[src/rtl/lpseq_pkg.sv]
// Shared types for the low-power sequencer.
// Assumes: timer indices match the cfg_sel encoding.
package lpseq_pkg;

    typedef enum logic [2:0] {
        ST_IDLE      = 3'd0,
        ST_DPD_CMD   = 3'd1,
        ST_DPD_HOLD  = 3'd2,
        ST_DPD_WAKE  = 3'd3,
        ST_REINIT    = 3'd4,
        ST_CKE_LOW   = 3'd5,
        ST_CLK_FREE  = 3'd6,
        ST_CKE_PREP  = 3'd7
    } seq_state_t;

    typedef enum logic [1:0] {
        CMD_NOP = 2'b00,
        CMD_DPD = 2'b10
    } bus_cmd_t;

    localparam int NUM_TMR = 4;
    localparam int TMR_RCD = 0;
    localparam int TMR_RP  = 1;
    localparam int TMR_DPD = 2;
    localparam int TMR_CKE = 3;

endpackage

[src/rtl/lpseq_cfg.sv]
// Holds the loadable timer counts, one register per timer.
// Assumes: cfg_sel encodes the timer index from lpseq_pkg.
module lpseq_cfg
    import lpseq_pkg::*;
#(
    parameter int TW = 8,
    parameter logic [NUM_TMR*TW-1:0] RST_VALS = '0
) (
    input  logic                           clk,
    input  logic                           rst_n,
    input  logic                           we,
    input  logic [$clog2(NUM_TMR)-1:0]     sel,
    input  logic [TW-1:0]                  wdata,
    output logic [NUM_TMR-1:0][TW-1:0]     vals
);
    localparam int SW = $clog2(NUM_TMR);

    for (genvar gi = 0; gi < NUM_TMR; gi++) begin : g_reg
        // Capture a new count for this timer when selected.
        always_ff @(posedge clk) begin
            if (!rst_n)
                vals[gi] <= RST_VALS[gi*TW +: TW];
            else if (we && sel == SW'(gi))
                vals[gi] <= wdata;
        end
    end

endmodule

[src/rtl/lpseq_timer.sv]
// Loadable down-counter; expired is high when the count is zero.
// Assumes: a load of N at an edge gives expired N edges later.
module lpseq_timer #(
    parameter int TW = 8
) (
    input  logic          clk,
    input  logic          rst_n,
    input  logic          load,
    input  logic [TW-1:0] value,
    output logic          expired
);
    logic [TW-1:0] cnt;

    // Load on request, otherwise count down to zero and hold.
    always_ff @(posedge clk) begin
        if (!rst_n)
            cnt <= '0;
        else if (load)
            cnt <= value;
        else if (cnt != '0)
            cnt <= cnt - 1'b1;
    end

    // Report expiry.
    always_comb expired = (cnt == '0);

    AST_EXPIRED_STICKY: assert property (@(posedge clk) disable iff (!rst_n)
        (expired && !load) |=> expired);
    AST_LOAD_VALUE: assert property (@(posedge clk) disable iff (!rst_n)
        load |=> (expired == ($past(value) == '0)));

endmodule

[src/rtl/lpseq_fsm.sv]
// Sequencer state machine: deep power-down entry/exit and clock-change
// window. Holds pending requests and produces Moore outputs only.
// Assumes: timer expiry inputs come from lpseq_timer instances.
module lpseq_fsm
    import lpseq_pkg::*;
#(
    parameter int GUARD = 2
) (
    input  logic       clk,
    input  logic       rst_n,
    input  logic       req_dpd_enter,
    input  logic       req_dpd_exit,
    input  logic       req_clk_chg,
    input  logic       req_clk_done,
    input  logic       bank_busy,
    input  logic       ref_ok,
    input  logic       clk_stable,
    input  logic       init_done,
    input  logic       mrw_ack,
    input  logic       rcd_exp,
    input  logic       rp_exp,
    input  logic       dpd_exp,
    input  logic       cke_exp,
    output logic       dpd_load,
    output logic       cke_load,
    output logic       cke,
    output logic       cs_n,
    output logic [1:0] cmd,
    output logic       clk_chg_ok,
    output logic       reinit_req,
    output logic       mrw_flag,
    output logic       busy
);
    localparam int GW = $clog2(GUARD + 1);
    localparam logic [GW-1:0] GLAST = GW'(GUARD - 1);

    seq_state_t    st, nxt;
    logic          dpd_pend, chg_pend, exit_pend;
    logic [GW-1:0] guard_cnt;
    logic          chg_ready, dpd_ready;

    // Preconditions for leaving idle.
    always_comb begin
        dpd_ready = dpd_pend && rp_exp && !bank_busy;
        chg_ready = chg_pend && rcd_exp && rp_exp && !bank_busy && ref_ok;
    end

    // Next-state selection and timer load strobes.
    always_comb begin
        nxt      = st;
        dpd_load = 1'b0;
        cke_load = 1'b0;
        case (st)
            ST_IDLE: begin
                if (dpd_ready) begin
                    nxt      = ST_DPD_CMD;
                    dpd_load = 1'b1;
                end else if (chg_ready) begin
                    nxt = ST_CKE_LOW;
                end
            end
            ST_DPD_CMD:  nxt = ST_DPD_HOLD;
            ST_DPD_HOLD: begin
                if (exit_pend && dpd_exp && clk_stable) begin
                    nxt      = ST_DPD_WAKE;
                    cke_load = 1'b1;
                end
            end
            ST_DPD_WAKE: if (cke_exp)              nxt = ST_REINIT;
            ST_REINIT:   if (init_done)            nxt = ST_IDLE;
            ST_CKE_LOW:  if (guard_cnt == GLAST)   nxt = ST_CLK_FREE;
            ST_CLK_FREE: if (req_clk_done)         nxt = ST_CKE_PREP;
            ST_CKE_PREP: if (clk_stable && guard_cnt == GLAST) nxt = ST_IDLE;
            default:     nxt = ST_IDLE;
        endcase
    end

    // State register.
    always_ff @(posedge clk) begin
        if (!rst_n) st <= ST_IDLE;
        else        st <= nxt;
    end

    // Guard counter: cycles of CKE low, or consecutive stable clock cycles.
    always_ff @(posedge clk) begin
        if (!rst_n || nxt != st)
            guard_cnt <= '0;
        else if (st == ST_CKE_LOW && guard_cnt != GLAST)
            guard_cnt <= guard_cnt + 1'b1;
        else if (st == ST_CKE_PREP)
            guard_cnt <= clk_stable ? guard_cnt + 1'b1 : '0;
    end

    // Deep power-down request stays pending until entry.
    always_ff @(posedge clk) begin
        if (!rst_n)                            dpd_pend <= 1'b0;
        else if (st == ST_IDLE && dpd_ready)   dpd_pend <= 1'b0;
        else if (req_dpd_enter)                dpd_pend <= 1'b1;
    end

    // Clock-change request stays pending until CKE drops for it.
    always_ff @(posedge clk) begin
        if (!rst_n)                                         chg_pend <= 1'b0;
        else if (st == ST_IDLE && !dpd_ready && chg_ready)  chg_pend <= 1'b0;
        else if (req_clk_chg)                               chg_pend <= 1'b1;
    end

    // Wake request is only accepted while asleep; held until wake starts.
    always_ff @(posedge clk) begin
        if (!rst_n)                 exit_pend <= 1'b0;
        else if (nxt == ST_DPD_WAKE) exit_pend <= 1'b0;
        else if (req_dpd_exit && (st == ST_DPD_CMD || st == ST_DPD_HOLD))
            exit_pend <= 1'b1;
    end

    // Mode-register rewrite flag after a clock change completes.
    always_ff @(posedge clk) begin
        if (!rst_n)                                 mrw_flag <= 1'b0;
        else if (st == ST_CKE_PREP && nxt == ST_IDLE) mrw_flag <= 1'b1;
        else if (mrw_ack)                           mrw_flag <= 1'b0;
    end

    // Moore outputs decoded from the state.
    always_comb begin
        cke        = !(st inside {ST_DPD_CMD, ST_DPD_HOLD, ST_CKE_LOW,
                                  ST_CLK_FREE, ST_CKE_PREP});
        cs_n       = (st != ST_DPD_CMD);
        cmd        = (st == ST_DPD_CMD) ? CMD_DPD : CMD_NOP;
        clk_chg_ok = (st == ST_CLK_FREE);
        reinit_req = (st == ST_REINIT);
        busy       = (st != ST_IDLE);
    end

    AST_CHG_OK_CKE_LOW: assert property (@(posedge clk) disable iff (!rst_n)
        clk_chg_ok |-> !cke);
    AST_CKE_LOW_GUARD: assert property (@(posedge clk) disable iff (!rst_n)
        $rose(clk_chg_ok) |-> (!$past(cke) && !$past(cke, 2)));
    AST_CKE_RISE_STABLE: assert property (@(posedge clk) disable iff (!rst_n)
        (st == ST_IDLE && $past(st) == ST_CKE_PREP) |-> ($past(clk_stable) && $past(clk_stable, 2)));
    AST_CHG_PRECOND: assert property (@(posedge clk) disable iff (!rst_n)
        (st == ST_CKE_LOW && $past(st) == ST_IDLE) |-> $past(rcd_exp && rp_exp && ref_ok && !bank_busy));
    AST_DPD_PRECOND: assert property (@(posedge clk) disable iff (!rst_n)
        (st == ST_DPD_CMD) |-> $past(rp_exp && !bank_busy));
    AST_DPD_CMD_PINS: assert property (@(posedge clk) disable iff (!rst_n)
        (cmd == CMD_DPD) |-> (!cs_n && !cke));
    AST_DPD_ONE_CYCLE: assert property (@(posedge clk) disable iff (!rst_n)
        (cmd == CMD_DPD) |=> (cmd == CMD_NOP));
    AST_CS_ONLY_DPD: assert property (@(posedge clk) disable iff (!rst_n)
        !cs_n |-> (cmd == CMD_DPD));
    AST_WAKE_TO_REINIT: assert property (@(posedge clk) disable iff (!rst_n)
        ($past(st) == ST_DPD_WAKE && st != ST_DPD_WAKE) |-> (st == ST_REINIT));
    AST_WAKE_NEEDS_STABLE: assert property (@(posedge clk) disable iff (!rst_n)
        (st == ST_DPD_WAKE && $past(st) == ST_DPD_HOLD) |-> $past(clk_stable && dpd_exp));
    AST_IDLE_ENTRY: assert property (@(posedge clk) disable iff (!rst_n)
        (st == ST_IDLE && $past(st) != ST_IDLE) |-> ($past(st) == ST_REINIT || $past(st) == ST_CKE_PREP));

endmodule

[src/rtl/lp_mem_pwr_seq.sv]
// Top of the low-power sequencer: timer count registers, four
// down-counters and the state machine.
// Assumes: act_issued / pre_issued are single-cycle pulses from the
// command scheduler.
module lp_mem_pwr_seq
    import lpseq_pkg::*;
#(
    parameter int TW        = 8,
    parameter int GUARD     = 2,
    parameter int RST_RCD   = 2,
    parameter int RST_RP    = 2,
    parameter int RST_DPD   = 8,
    parameter int RST_CKE   = 2
) (
    input  logic          clk,
    input  logic          rst_n,
    input  logic          req_dpd_enter,
    input  logic          req_dpd_exit,
    input  logic          req_clk_chg,
    input  logic          req_clk_done,
    input  logic          bank_busy,
    input  logic          ref_ok,
    input  logic          act_issued,
    input  logic          pre_issued,
    input  logic          clk_stable,
    input  logic          init_done,
    input  logic          mrw_ack,
    input  logic          cfg_we,
    input  logic [1:0]    cfg_sel,
    input  logic [TW-1:0] cfg_wdata,
    output logic          cke,
    output logic          cs_n,
    output logic [1:0]    cmd,
    output logic          clk_chg_ok,
    output logic          reinit_req,
    output logic          mrw_flag,
    output logic          busy
);
    localparam logic [NUM_TMR*TW-1:0] RST_VALS =
        {TW'(RST_CKE), TW'(RST_DPD), TW'(RST_RP), TW'(RST_RCD)};

    logic [NUM_TMR-1:0][TW-1:0] tmr_val;
    logic [NUM_TMR-1:0]         tmr_load;
    logic [NUM_TMR-1:0]         tmr_exp;
    logic                       dpd_load, cke_load;

    lpseq_cfg #(.TW(TW), .RST_VALS(RST_VALS)) u_cfg (
        .clk   (clk),
        .rst_n (rst_n),
        .we    (cfg_we),
        .sel   (cfg_sel),
        .wdata (cfg_wdata),
        .vals  (tmr_val)
    );

    // Route load strobes to their timers.
    always_comb begin
        tmr_load          = '0;
        tmr_load[TMR_RCD] = act_issued;
        tmr_load[TMR_RP]  = pre_issued;
        tmr_load[TMR_DPD] = dpd_load;
        tmr_load[TMR_CKE] = cke_load;
    end

    for (genvar gt = 0; gt < NUM_TMR; gt++) begin : g_tmr
        lpseq_timer #(.TW(TW)) u_tmr (
            .clk     (clk),
            .rst_n   (rst_n),
            .load    (tmr_load[gt]),
            .value   (tmr_val[gt]),
            .expired (tmr_exp[gt])
        );
    end

    lpseq_fsm #(.GUARD(GUARD)) u_fsm (
        .clk           (clk),
        .rst_n         (rst_n),
        .req_dpd_enter (req_dpd_enter),
        .req_dpd_exit  (req_dpd_exit),
        .req_clk_chg   (req_clk_chg),
        .req_clk_done  (req_clk_done),
        .bank_busy     (bank_busy),
        .ref_ok        (ref_ok),
        .clk_stable    (clk_stable),
        .init_done     (init_done),
        .mrw_ack       (mrw_ack),
        .rcd_exp       (tmr_exp[TMR_RCD]),
        .rp_exp        (tmr_exp[TMR_RP]),
        .dpd_exp       (tmr_exp[TMR_DPD]),
        .cke_exp       (tmr_exp[TMR_CKE]),
        .dpd_load      (dpd_load),
        .cke_load      (cke_load),
        .cke           (cke),
        .cs_n          (cs_n),
        .cmd           (cmd),
        .clk_chg_ok    (clk_chg_ok),
        .reinit_req    (reinit_req),
        .mrw_flag      (mrw_flag),
        .busy          (busy)
    );

endmodule

[config.mk]
export PLATFORM = sky130hd
export DESIGN_NAME = lp_mem_pwr_seq
export DESIGN_NICKNAME = d
export VERILOG_FILES = /design/src/rtl/lpseq_pkg.sv /design/src/rtl/lpseq_cfg.sv /design/src/rtl/lpseq_timer.sv /design/src/rtl/lpseq_fsm.sv /design/src/rtl/lp_mem_pwr_seq.sv
export SDC_FILE = /design/constraint.sdc
export NUM_CORES = 1
export LEC_CHECK = 0
export BUFFER_PORTS_ARGS = -buffer_cell sky130_fd_sc_hd__buf_4
export CAP_MARGIN = 20
export CORE_AREA = 2 2 68 102
export CTS_BUF_LIST = sky130_fd_sc_hd__clkbuf_16
export CTS_CLUSTER_DIAMETER = 150
export DETAILED_ROUTE_END_ITERATION = 6
export DIE_AREA = 0 0 70 104
export GPL_ROUTABILITY_DRIVEN = 1
export PLACE_DENSITY = 0.77
export SYNTH_ARGS = -nofsm -noshare
export SYNTH_HDL_FRONTEND = slang
export SYNTH_HIERARCHICAL = 1
export SYNTH_SLANG_ARGS = --single-unit
[constraint.sdc]
create_clock -name clk -period 2.7 [get_ports clk]
set_input_delay 0.81 -clock clk [delete_from_list [all_inputs] [get_ports clk]]
set_output_delay 0.81 -clock clk [all_outputs]
set_load 0.05 [all_outputs]
Word level (Yosys, flattened, before mapping)
Cells that the tools add are included.
{ "classes": {"addsub": 5, "n_eq_ne": 15, "muxes": 27, "bitwise": 1, "reduce_logical": 47} }
{ "op_table": {"columns": ["operator", "count"], "rows": [
  ["two-way mux 8 bit", 8],
  ["logical NOT 8 bit", 4],
  ["nonzero test 8 bit", 4],
  ["subtractor 8 x 1 -> 8 bit (second input constant)", 4],
  ["two-way mux 3 bit", 8],
  ["one-hot mux 3 bit (8 select lines)", 1],
  ["logical AND 1 bit", 19],
  ["equality test 3 bit (second input constant)", 4],
  ["nonzero test 2 bit", 6],
  ["equality test 3 x 2 -> 1 bit (second input constant)", 3],
  ["two-way mux 2 bit", 4],
  ["logical NOT 3 bit", 2],
  ["two-way mux 1 bit", 6],
  ["OR reduction 2 bit", 3],
  ["nonzero test 5 bit", 1],
  ["equality test 2 x 1 -> 1 bit (second input constant)", 2],
  ["equality test 2 bit (second input constant)", 2],
  ["logical NOT 1 bit", 4],
  ["equality test 3 x 1 -> 1 bit (second input constant)", 1],
  ["!= test 3 x 1 -> 1 bit (second input constant)", 1],
  ["!= test 3 bit", 1],
  ["nonzero test 3 bit", 1],
  ["adder 2 x 1 -> 2 bit (second input constant)", 1],
  ["logical NOT 2 bit", 1],
  ["3 further kinds", 4]
]} }
{ "word_totals": {"register_bits": 73, "input_bits": 24, "output_inout_bits": 8, "wordCells": 109} }

Logic depth before layout (Yosys ltp)
{ "depth": {"ltp_word": 11, "mapped_depth": 9, "depth_no_buf": 8} }

Hierarchy
Netlist, hierarchy kept.
{ "modules_own_cells": {"columns": ["mod", "instances", "cells_per_inst", "area_each_um2", "seq_area_each_um2"], "rows": [
  ["lpseq_timer", 4, 51, 457.9, 160.2],
  ["lpseq_cfg", 1, 117, 1194.9, 640.6],
  ["lpseq_fsm", 1, 85, 623.1, 180.2]
]} }

Worst setup path before layout
No wires, ideal clock.
{ "synth_path": {"kind": "register to output", "startpoint": "register u_fsm.st[0]", "endpoint": "output port cke", "t_arrival_ns": 1.707, "slack_ns": 0.183, "path_stages_with_launch": 4, "n_path_buf": 2, "cell_sequence": "dfxtp_1 > buf_6 > clkbuf_1 > o21ai_0"} }
{ "synth_between": {"elab_chain_cells": 3} }
{ "synth_rtl": {"columns": ["item", "line_no", "source"], "rows": [
  ["from (decl)", "lpseq_fsm.sv:37", "seq_state_t st, nxt;"],
  ["from (signal assigned)", "lpseq_fsm.sv:81", "else st <= nxt;"],
  ["equality test 3 x 1 -> 1 bit, or another cell as far along", "lpseq_fsm.sv:125", "cke = !(st inside {ST_DPD_CMD, ST_DPD_HOLD, ST_CKE_LOW,"],
  ["nonzero test 5 bit *", "lpseq_fsm.sv:125", null],
  ["logical NOT 1 bit *", "lpseq_fsm.sv:125", null],
  ["to (decl)", "lp_mem_pwr_seq.sv:31", "output logic cke,"]
]} }
Every way passes the cells marked *; elsewhere a longest branch is shown, timed or not.

Worst setup path after layout
{ "layout_path": {"startpoint": "register u_fsm.st[0]", "endpoint": "output port busy"} }
{ "layout_between": {"elab_chain_cells": 1} }
{ "layout_rtl": {"columns": ["item", "line_no", "source"], "rows": [
  ["nonzero test 3 bit", "lpseq_fsm.sv:131", "busy = (st != ST_IDLE);"],
  ["to (decl)", "lp_mem_pwr_seq.sv:37", "output logic busy"]
]} }
Every way passes these cells.

==> impl_metrics.json <==
{
  "status": "complete, no violations",
  "io_pins": 32,
  "clk_latency_ps": 330,
  "grt_usage": 0.219,
  "fillCellCount": 549,
  "gp_congestion": 0.802,
  "p_int_mw": 2.43,
  "hold_viol": 0,
  "ant_nets": 0,
  "hold_class": "reg -> reg",
  "relSlewSlack": 0.618,
  "p_leak_nw": 1.73,
  "grt_pass1_vias": 2742,
  "num_rows": 36,
  "start_util": 0.571,
  "viasPerCell": 5.75,
  "cts_max_level": 3,
  "finalSetupViolCount": 0,
  "layout-drive-gt1-share": 0.148,
  "die_area_um2": 7280,
  "cp-end-kind": "primary output",
  "postSynthAreaPerCell_um2": 8.99,
  "tightest_slew_ps": 571,
  "mostFrequentLayoutCells": "dfxtp_1 (73), nand2_1 (64), buf_4 (36), mux2i_1 (35), nand3_1 (30)",
  "drv_slew": 0,
  "synth_edf_count": 0,
  "grt_max_degree": 47,
  "dr_total_vias": 2962,
  "yosysSeqAreaShare": 0.400,
  "drtPass1Iterations": 4,
  "die_width_um": 70,
  "netlist_instances": 406,
  "cts_root_buffer": "clkbuf_16",
  "swShare": 0.356,
  "powerDensity_nw_per_um2": 907,
  "final_nets": 463,
  "fin_crit_sh": 0.874,
  "area_growth_pct": 14.3,
  "combPwrFrac": 0.340,
  "rsz0062_at_grt": "false",
  "cts.sinks": 73,
  "async_reset_ff_frac": 0,
  "syn_area_um2": 3650,
  "cts_resized": 0,
  "ir_worst_vdd_mv": 0.605,
  "ys_ff_latch": 73,
  "synthTopCellsByArea": "dfxtp_1 (40%), mux2i_1 (9.6%), nand2_1 (6.6%)",
  "fmaxAchievable_ghz": 0.424,
  "antenna_cells": 0,
  "core_um2": 6400,
  "instances_no_fill": 515,
  "place_hpwl_um": 5690,
  "synthFlopType": "dfxtp_1",
  "tritoncts": "yes",
  "holdBufCountCts": 0,
  "period_needed_ps": 2360,
  "setup.worst_path.class": "reg -> out",
  "clkTransAtPathRegs_ps": 60,
  "dpl.cell_count": 499,
  "overflow": 0,
  "cp-start-kind": "flop",
  "antenna_found_initial": 0,
  "ys_warn_count": 6,
  "final_common_cell": "dfxtp_1",
  "cts_buffers": 9,
  "clk_path_buf_depth": 2,
  "fin_worst_skew_ps": 5.34,
  "wl_um": 7680,
  "synth_top_area_frac": 0.400,
  "required_ps": 1890,
  "synth_fp_nets": 435,
  "crit_fanout": 18,
  "clkPwrFrac": 0.277,
  "yosysUniqueCellTypes": 44,
  "port_buffers": 30,
  "post_drt_wl_per_cell_um": 14.9,
  "synth_top_area_cell": "dfxtp_1",
  "dieHeight_um": 104,
  "maxCapViolCount": 0,
  "drc": 0,
  "drtIter0Drc": 157,
  "setup_tns_ps": 0,
  "post_cts_buffers": 0,
  "power_frac_seq": 0.382,
  "arrival_ps": 1550,
  "power_switching_mw": 1.35,
  "grt_pass1_wl_um": 12700
}
final cells by class:
class                           count  area (um2)  share of cell area
Multi-Input combinational cell    293        1990               0.476
Sequential cell                    73        1460               0.350
Timing Repair Buffer               37         290              0.0696
Clock buffer                        9         225              0.0540
Tap cell                           76        95.1              0.0228
Inverter                           20        75.1              0.0180
Clock inverter                      7        38.8             0.00930
registers in the layout, indices dropped and copies added (netlist names):
signal	cells
u_cfg/vals	32
u_fsm/guard_cnt	2
u_fsm/dpd_pend	1
u_fsm/exit_pend	1
u_fsm/st	3
g_tmr.u_tmr/cnt	32
u_fsm/mrw_flag	1
u_fsm/chg_pend	1
power by group through the flow:
stage | clock (mW) | combinational [mW] | sequential, mW
CTS | 1.07 | 1.29 | 1.44
floorplan | 0 | 1.13 | 1.40
finish | 1.05 | 1.29 | 1.45
global route | 1.10 | 1.42 | 1.47
detailed placement | 0 | 1.28 | 1.46
global placement | 0 | 1.26 | 1.45
per-stage QoR:
| step | setup WS (ps) | power [mW] | utilization | hold slack [ps] | area (um2) |
|---|---|---|---|---|---|
| 6_report | 341 | 3.78 | 0.652 | 455 | 4170 |
| 5_1_grt | 191 | 3.99 | 0.652 | 474 | 4170 |
| 4_1_cts | 335 | 3.80 | 0.652 | 458 | 4170 |
| 3_5_place_dp | 584 | 2.74 | 0.611 | 450 | 3910 |
| 3_3_place_gp | 622 | 2.71 | 0.611 | 444 | 3910 |
| 2_1_floorplan | 183 | 2.52 | - | 431 | 3650 |
path summary, 6_finish.rpt:
kind / from / end / slack (ps) / cells after the start
setup reg to reg: g_tmr[2].u_tmr/cnt[3] / u_fsm/guard_cnt[1] / 570 / 7
hold reg to reg: u_cfg/vals[23] / u_cfg/vals[23] / 460 / 2
setup / recovery: u_fsm/st[0] / busy / 340 / 2
hold / removal: u_cfg/vals[23] / u_cfg/vals[23] / 460 / 2
cells by family (layout without fill, tap and decap cells):
kind of cell / count (synthesis) / count (layout) / share of synthesized area
buf+inv: 40 / 73 / 0.0555
fa+ha+maj: 5 / 5 / 0.0171
mux: 35 / 35 / 0.0960
simple gates: 172 / 172 / 0.269
compound gates: 63 / 63 / 0.120
flops: 73 / 73 / 0.400
other cells: 1 / 1 / 0.00103
xor+xnor: 17 / 17 / 0.0408
Yosys cell counts (5+ instances only):
cell      count
a21oi_1       7
a31oi_1       6
buf_6         6
clkbuf_1      9
dfxtp_1      73
ha_1          5
inv_1        19
mux2i_1      35
nand2_1      64
nand2b_1      5
nand3_1      30
nand4_1       5
nand4b_1      5
nor2_1       17
nor2b_1       5
nor3_1       11
nor4_4        5
o211ai_1      5
o21ai_0      19
o31ai_1      17
xnor2_1      12
xor2_1        5
per-layer routing:
| metal | up-vias | global-route usage | wire (um) |
|---|---|---|---|
| li1 | 1502 | - | - |
| met1 | 1390 | 0.249 | 3290 |
| met2 | 55 | 0.390 | 3990 |
| met3 | 15 | 0.0533 | 244 |
| met4 | 0 | 0.0797 | 154 |
| met5 | - | 0 | 0 |
critical path, cell delays in order, from the launching register on:
cell	delay [ps]
dfxtp_1	460
or3_1	520
buf_4	240
(Power assumes the default switching activity.)
